`src/rtl/lvt_pkg.sv`:
```
package lvt_pkg;
  localparam int VEC_W     = 8;
  localparam int MODE_W    = 3;
  localparam int VEC_LSB   = 0;
  localparam int MODE_LSB  = 8;
  localparam int LEVEL_BIT = 15;
  localparam int MASK_BIT  = 16;
  localparam int ENTRY_W   = MASK_BIT + 1;

  localparam logic [MODE_W-1:0] MODE_FIXED = 3'b000;
  localparam logic [MODE_W-1:0] MODE_SMI   = 3'b010;
  localparam logic [MODE_W-1:0] MODE_NMI   = 3'b100;
  localparam logic [MODE_W-1:0] MODE_EXT   = 3'b111;

  typedef struct packed {
    logic              mask;
    logic              level;
    logic [MODE_W-1:0] mode;
    logic [VEC_W-1:0]  vector;
  } lvtEntry_t;

  typedef struct packed {
    logic             smi;
    logic             nmi;
    logic             ext;
    logic             req;
    logic             reqLevel;
    logic             clr;
    logic             reeval;
    logic [VEC_W-1:0] vector;
  } lvtStrobe_t;

  localparam lvtEntry_t ENTRY_RESET = '{mask: 1'b1, level: 1'b0, mode: MODE_FIXED, vector: '0};
endpackage

```
`src/rtl/lvt_datapath.sv`:
```
module lvt_datapath
  import lvt_pkg::*;
#(
  parameter int NUM_SRC = 6,
  parameter int SEL_W   = 3
) (
  input  logic                 clk,
  input  logic                 rstN,
  input  logic                 cfgWrEn,
  input  logic [SEL_W-1:0]     cfgWrSel,
  input  logic [ENTRY_W-1:0]   cfgWrData,
  input  logic [SEL_W-1:0]     selIdx,
  output lvtEntry_t            selEntry,
  input  lvtStrobe_t           strobe,
  output logic                 smiPulse,
  output logic                 nmiPulse,
  output logic                 extIntPulse,
  output logic                 reqValid,
  output logic                 reqLevel,
  output logic                 clrValid,
  output logic                 reevalPulse,
  output logic [VEC_W-1:0]     vecOut
);
  lvtEntry_t entryQ [NUM_SRC];
  lvtEntry_t wrEntry;
  logic      unusedRsvd;

  assign wrEntry.mask   = cfgWrData[MASK_BIT];
  assign wrEntry.level  = cfgWrData[LEVEL_BIT];
  assign wrEntry.mode   = cfgWrData[MODE_LSB +: MODE_W];
  assign wrEntry.vector = cfgWrData[VEC_LSB +: VEC_W];
  assign unusedRsvd     = ^cfgWrData[LEVEL_BIT-1:MODE_LSB+MODE_W];

  // One storage slot per source
  for (genvar g = 0; g < NUM_SRC; g++) begin : gEntry
    always_ff @(posedge clk) begin
      if (!rstN) begin
        entryQ[g] <= ENTRY_RESET;
      end else if (cfgWrEn && (cfgWrSel == SEL_W'(g))) begin
        entryQ[g] <= wrEntry;
      end
    end
  end

  // Read the slot the control asks for (pre-write contents)
  always_comb begin
    selEntry = ENTRY_RESET;
    for (int i = 0; i < NUM_SRC; i++) begin
      if (selIdx == SEL_W'(i)) selEntry = entryQ[i];
    end
  end

  // Registered action outputs
  always_ff @(posedge clk) begin
    if (!rstN) begin
      smiPulse    <= 1'b0;
      nmiPulse    <= 1'b0;
      extIntPulse <= 1'b0;
      reqValid    <= 1'b0;
      reqLevel    <= 1'b0;
      clrValid    <= 1'b0;
      reevalPulse <= 1'b0;
      vecOut      <= '0;
    end else begin
      smiPulse    <= strobe.smi;
      nmiPulse    <= strobe.nmi;
      extIntPulse <= strobe.ext;
      reqValid    <= strobe.req;
      reqLevel    <= strobe.reqLevel;
      clrValid    <= strobe.clr;
      reevalPulse <= strobe.reeval;
      vecOut      <= strobe.vector;
    end
  end
endmodule

```
`src/rtl/lvt_control.sv`:
```
module lvt_control
  import lvt_pkg::*;
#(
  parameter int NUM_SRC  = 6,
  parameter int PIN0_IDX = 1,
  parameter int PIN1_IDX = 2,
  parameter int SEL_W    = 3
) (
  input  logic [NUM_SRC-1:0] srcFire,
  input  logic               pin0Fall,
  output logic [SEL_W-1:0]   selIdx,
  input  lvtEntry_t          selEntry,
  output lvtStrobe_t         strobe
);
  logic             fireAny;
  logic [SEL_W-1:0] fireIdx;
  logic             fromPin;

  always_comb begin
    fireIdx = '0;
    for (int i = NUM_SRC - 1; i >= 0; i--) begin
      if (srcFire[i]) fireIdx = SEL_W'(i);
    end
  end

  assign fireAny = |srcFire;
  assign fromPin = (fireIdx == SEL_W'(PIN0_IDX)) || (fireIdx == SEL_W'(PIN1_IDX));
  assign selIdx  = pin0Fall ? SEL_W'(PIN0_IDX) : fireIdx;

  always_comb begin
    strobe = '0;
    if (pin0Fall) begin
      // Deassertion path does not consult the mask flag
      if (selEntry.mode == MODE_FIXED && selEntry.level) begin
        strobe.clr    = 1'b1;
        strobe.reeval = 1'b1;
        strobe.vector = selEntry.vector;
      end else if (selEntry.mode == MODE_EXT) begin
        strobe.reeval = 1'b1;
      end
    end else if (fireAny && !selEntry.mask) begin
      unique case (selEntry.mode)
        MODE_FIXED: begin
          strobe.req      = 1'b1;
          strobe.reqLevel = fromPin && selEntry.level;
          strobe.vector   = selEntry.vector;
        end
        MODE_SMI: strobe.smi = 1'b1;
        MODE_NMI: strobe.nmi = 1'b1;
        MODE_EXT: strobe.ext = 1'b1;
        default:  strobe = '0;
      endcase
    end
  end
endmodule

```
`src/rtl/lvt_dispatch.sv`:
```
module lvt_dispatch
  import lvt_pkg::*;
#(
  parameter int NUM_SRC  = 6,
  parameter int PIN0_IDX = 1,
  parameter int PIN1_IDX = 2,
  localparam int SEL_W   = (NUM_SRC > 1) ? $clog2(NUM_SRC) : 1
) (
  input  logic               clk,
  input  logic               rstN,
  input  logic               cfgWrEn,
  input  logic [SEL_W-1:0]   cfgWrSel,
  input  logic [ENTRY_W-1:0] cfgWrData,
  input  logic [NUM_SRC-1:0] srcFire,
  input  logic               pin0Fall,
  output logic               smiPulse,
  output logic               nmiPulse,
  output logic               extIntPulse,
  output logic               reqValid,
  output logic               reqLevel,
  output logic               clrValid,
  output logic               reevalPulse,
  output logic [VEC_W-1:0]   vecOut
);
  logic [SEL_W-1:0] selIdx;
  lvtEntry_t        selEntry;
  lvtStrobe_t       strobe;

  lvt_control #(
    .NUM_SRC(NUM_SRC), .PIN0_IDX(PIN0_IDX), .PIN1_IDX(PIN1_IDX), .SEL_W(SEL_W)
  ) ctrl_i (
    .srcFire(srcFire), .pin0Fall(pin0Fall), .selIdx(selIdx),
    .selEntry(selEntry), .strobe(strobe)
  );

  lvt_datapath #(.NUM_SRC(NUM_SRC), .SEL_W(SEL_W)) dp_i (
    .clk(clk), .rstN(rstN), .cfgWrEn(cfgWrEn), .cfgWrSel(cfgWrSel),
    .cfgWrData(cfgWrData), .selIdx(selIdx), .selEntry(selEntry), .strobe(strobe),
    .smiPulse(smiPulse), .nmiPulse(nmiPulse), .extIntPulse(extIntPulse),
    .reqValid(reqValid), .reqLevel(reqLevel), .clrValid(clrValid),
    .reevalPulse(reevalPulse), .vecOut(vecOut)
  );
endmodule

```
`config.mk`:
```
export PLATFORM = sky130hd
export DESIGN_NAME = lvt_dispatch
export DESIGN_NICKNAME = d
export VERILOG_FILES = /design/src/rtl/lvt_pkg.sv /design/src/rtl/lvt_datapath.sv /design/src/rtl/lvt_control.sv /design/src/rtl/lvt_dispatch.sv
export SDC_FILE = /design/constraint.sdc
export NUM_CORES = 1
export LEC_CHECK = 0
export BUFFER_PORTS_ARGS = -buffer_cell sky130_fd_sc_hd__buf_4
export CORE_UTILIZATION = 40
export CTS_CLUSTER_SIZE = 24
export DETAILED_ROUTE_END_ITERATION = 7
export PLACE_DENSITY = 0.66
export SYNTH_ARGS = -nofsm -noshare
export SYNTH_HDL_FRONTEND = slang
export SYNTH_HIERARCHICAL = 1
export SYNTH_SLANG_ARGS = --single-unit
export TNS_END_PERCENT = 5
```
`constraint.sdc`:
```
create_clock -name clk -period 2.75 [get_ports clk]
set_input_delay 0.55 -clock clk [delete_from_list [all_inputs] [get_ports clk]]
set_output_delay 0.55 -clock clk [all_outputs]
set_load 0.02 [all_outputs]
```
==> impl_metrics.tcl <==
set metrics [dict create \
    synth_top_family_by_area "simple AND/OR/NAND/NOR gates" \
    netlist_area_mm2 0.00439 \
    r2r_cells 7 \
    synthesis.yosys.warnings 6 \
    hold_buffers 0 \
    synth_compound_gate_area_share_pct 7.96 \
    cts.path.max_buffers 2 \
    outcome "complete, no violations" \
    clock_insertion_delay_worst_skew_ns 0.35 \
    cp.required_ns 3.00 \
    clkTransAtPathRegs_ns 0.08 \
    via_count 2612 \
    post_synth.cell_area_avg_um2 13.5 \
    tritoncts "built" \
    count_of_fill_cells_added_during_filler_insertion 920 \
    cp-startpoint "srcFire[4]" \
    reg2reg_from "dp_i/entryQ[5][11]" \
    initial_core_utilization_pct 41.9 \
    die_h_um 107 \
    finalHoldViolCount 0 \
    floorplan.io_pins 45 \
    final_nets 413 \
    cts_made_buffers 9 \
    place_congestion 0.764 \
    wirelength_um 8540 \
    synth.ff_latch_count 93 \
    drv.max_cap_violation_count 0 \
    sum_of_negative_setup_slack_ns 0 \
    remaining_drcs 0 \
    worst-slew-pin-transition_ns 0.641 \
    muxShareOfSynthArea_pct 8.90 \
    critical_path.reg2reg.endpoint "dp_i/vecOut[1]" \
    globalRouteOverflowTotal 0 \
    placementRows 37 \
    synthesis.instances 325 \
    power.ir.vdd_worst_mv 0.204 \
    synth_sequential_area_ratio_pct 60.3 \
    max_clock_freq_ghz 0.400 \
    grt_start_max_net_pins 24 \
    critical_path_peak_fanout 17 \
    drt_first_pass_iters 4 \
    synthArstFlopShare_pct 0 \
    grt_pass1_wl_um 13400 \
    cts_repair_resize_count 0 \
    postCtsSetupRepairBufs 0 \
    grt_pass1_vias 2478 \
    die_w_um 107 \
    dp_cells 508 \
    worst_setup_path_start_kind "input pin" \
    synth_xor_area_share_pct 0 \
    fraction_of_the_mapped_netlist_area_in_adder_cells_pct 0 \
    multi_input_gate_area_in_the_final_layout_mm2 0.00165 \
    final_max_slew_viol_count 0 \
    htree_num_levels 3 \
    timing.max_slew.rel_slack_pct 57.1 \
    hp-class "input pin to flip-flop" \
    timing.critical_path.arrival_ns 2.75 \
    sequential_cell_area_mm2 0.00264 \
    vias_per_cell 4.98 \
    period_minus_slack_ns 2.50 \
    core-area_mm2 0.0105 \
    yosys.area.top_type_share_pct 53.4 \
    final_layout_size_suffix_gt1_share_pct 26.0 \
    antenna_diodes 0 \
    post-synth-top-area-cell "edfxtp_1" \
    number_of_enable_flip_flop_cells_after_synthesis 78 \
    power_density_mw_per_mm2 544 \
    post_synth_and_or_nand_nor_area_fraction_pct 20.0 \
    initial_antenna_violation_count 0 \
    final_min_period_over_clock_period_pct 91.0 \
    finalNonFillerCells 524 \
    post_synthesis_net_count 355 \
    finalSetupViolations 0 \
    area_delta_synth_final_pct 17.7 \
    total_leakage_power_nw 2.03 \
    die_outline_area_mm2 0.0114 \
    hp-start "cfgWrData[16]" \
    synth_top_cells_by_area "edfxtp_1 (53%), and2_1 (13%), mux2i_1 (8.9%), dfxtp_1 (6.8%), a221oi_2 (3.4%)" \
    rsz0062_at_grt "no" \
    worst_hold_path.num_cells 2 \
    wl_per_cell_um 16.3 \
    critPathKind "input pin to flip-flop" \
    cts_sinks 93 \
    report.power.total_mw 2.81 \
    io_buffers 40 \
    drt-initial-drc-count 120 \
    setup.reg_to_reg.worst_slack_ns 0.87 \
    groute.usage.overall_pct 16.1 \
    worst_case_hold_path_end_point "dp_i/entryQ[0][12]" \
    drt.antenna.violating_nets 0 \
    clock_skew_ns 0.00952 \
    ctsRootBufferMaster "clkbuf_8" \
    synth_top_flop_cell "edfxtp_1" \
    ys_types 37 \
    critPathCaptureType "flip-flop" \
    finish.utilization_pct 49.3 \
    dp.final_hpwl_um 5980 \
]
per-layer routing:
| metal | vias up | track usage, % | wire length (um) |
|---|---|---|---|
| met5 | - | 0 | 0 |
| met4 | 0 | 5.87 | 112 |
| met3 | 7 | 3.10 | 416 |
| met2 | 62 | 25.9 | 4000 |
| met1 | 1242 | 21.8 | 4010 |
| li1 | 1301 | - | - |
worst max-delay path by stage:
stage                           to
floorplan           dp_i/vecOut[0]
global placement    dp_i/vecOut[4]
detailed placement  dp_i/vecOut[3]
CTS                 dp_i/vecOut[3]
global route        dp_i/vecOut[2]
finish              dp_i/vecOut[1]
flip-flops by register name, indices dropped and copies added (netlist names):
signal	cells
dp_i/clrValid	1
dp_i/entryQ	78
dp_i/extIntPulse	1
dp_i/nmiPulse	1
dp_i/reevalPulse	1
dp_i/reqLevel	1
dp_i/reqValid	1
dp_i/smiPulse	1
dp_i/vecOut	8
critical path: stages:
cell and delay [ns]:
buf_4 0.12, inv_1 0.05, a21oi_1 0.09, o31ai_4 0.23, buf_12 0.22, mux2i_1 0.34
o21a_1 0.17, a221oi_2 0.04, and2_1 0.24, o21ai_1 0.43, nor3b_1 0.09, and2_1 0.17
cell families after synthesis:
logic type,Yosys count
flops,93
compound gates,37
buf+inv,20
simple gates,136
mux,39
power breakdown:
group | internal [mW] | switching (mW) | total, mW
Clock | 0.407 | 0.438 | 0.845
Combinational | 0.152 | 0.186 | 0.338
Sequential | 1.61 | 0.0195 | 1.63
synth_stat cells (2+ instances only):
cell and number:
a21oi_1 2, a221oi_1 2, a221oi_2 10, and2_1 89, buf_2 2, buf_4 2
buf_6 2, clkbuf_1 3, clkbuf_2 7, dfxtp_1 15, edfxtp_1 78, inv_1 2
mux2i_1 39, nand2_1 4, nand2b_1 5, nand3b_1 2, nor2_1 9, nor3_2 2
nor3b_1 8, nor4_1 4, nor4b_1 2, o21a_1 12, o21ai_0 5, o31ai_1 3
or3_1 4
layout make-up:
| cell class | instances | share of cell area, % |
|---|---|---|
| clock inverters | 3 | 0.315 |
| flip-flops and latches | 93 | 51.2 |
| clock buffers | 13 | 3.30 |
| inverters | 2 | 0.145 |
| repair buffers | 65 | 9.70 |
| multi-input cells | 212 | 32.0 |
| well taps | 136 | 3.30 |
layout by cell type (no fill, tap or decap), drive strengths merged, types with 2 or more instances in the layout:
cell / Yosys / layout
nor4: 5 / 5
buf: 8 / 65
nor2: 9 / 9
o31ai: 4 / 4
edfxtp: 78 / 78
a21oi: 2 / 2
a221oi: 12 / 12
inv: 2 / 3
nor3b: 8 / 8
mux2i: 39 / 39
nor3: 3 / 3
nor4b: 2 / 2
nand3b: 3 / 3
dfxtp: 15 / 15
nand2: 4 / 4
o21a: 12 / 12
and2: 89 / 89
nand2b: 5 / 5
or3: 4 / 4
nand3: 2 / 2
clkinv: 0 / 2
o21ai: 6 / 6
clkbuf: 10 / 13
metrics by stage:
step                      cell area, um2  setup WS [ns]  hold slack, ns
after CTS                           5160          0.291           0.493
after detailed placement            4970        -0.0809           0.873
final                               5160          0.248           0.512
after global placement              4970        -0.0402           0.869
after floorplan                     4390          0.101           0.672
after global routing                5160         0.0881           0.497
No activity file was read; power rests on OpenSTA's default activity.
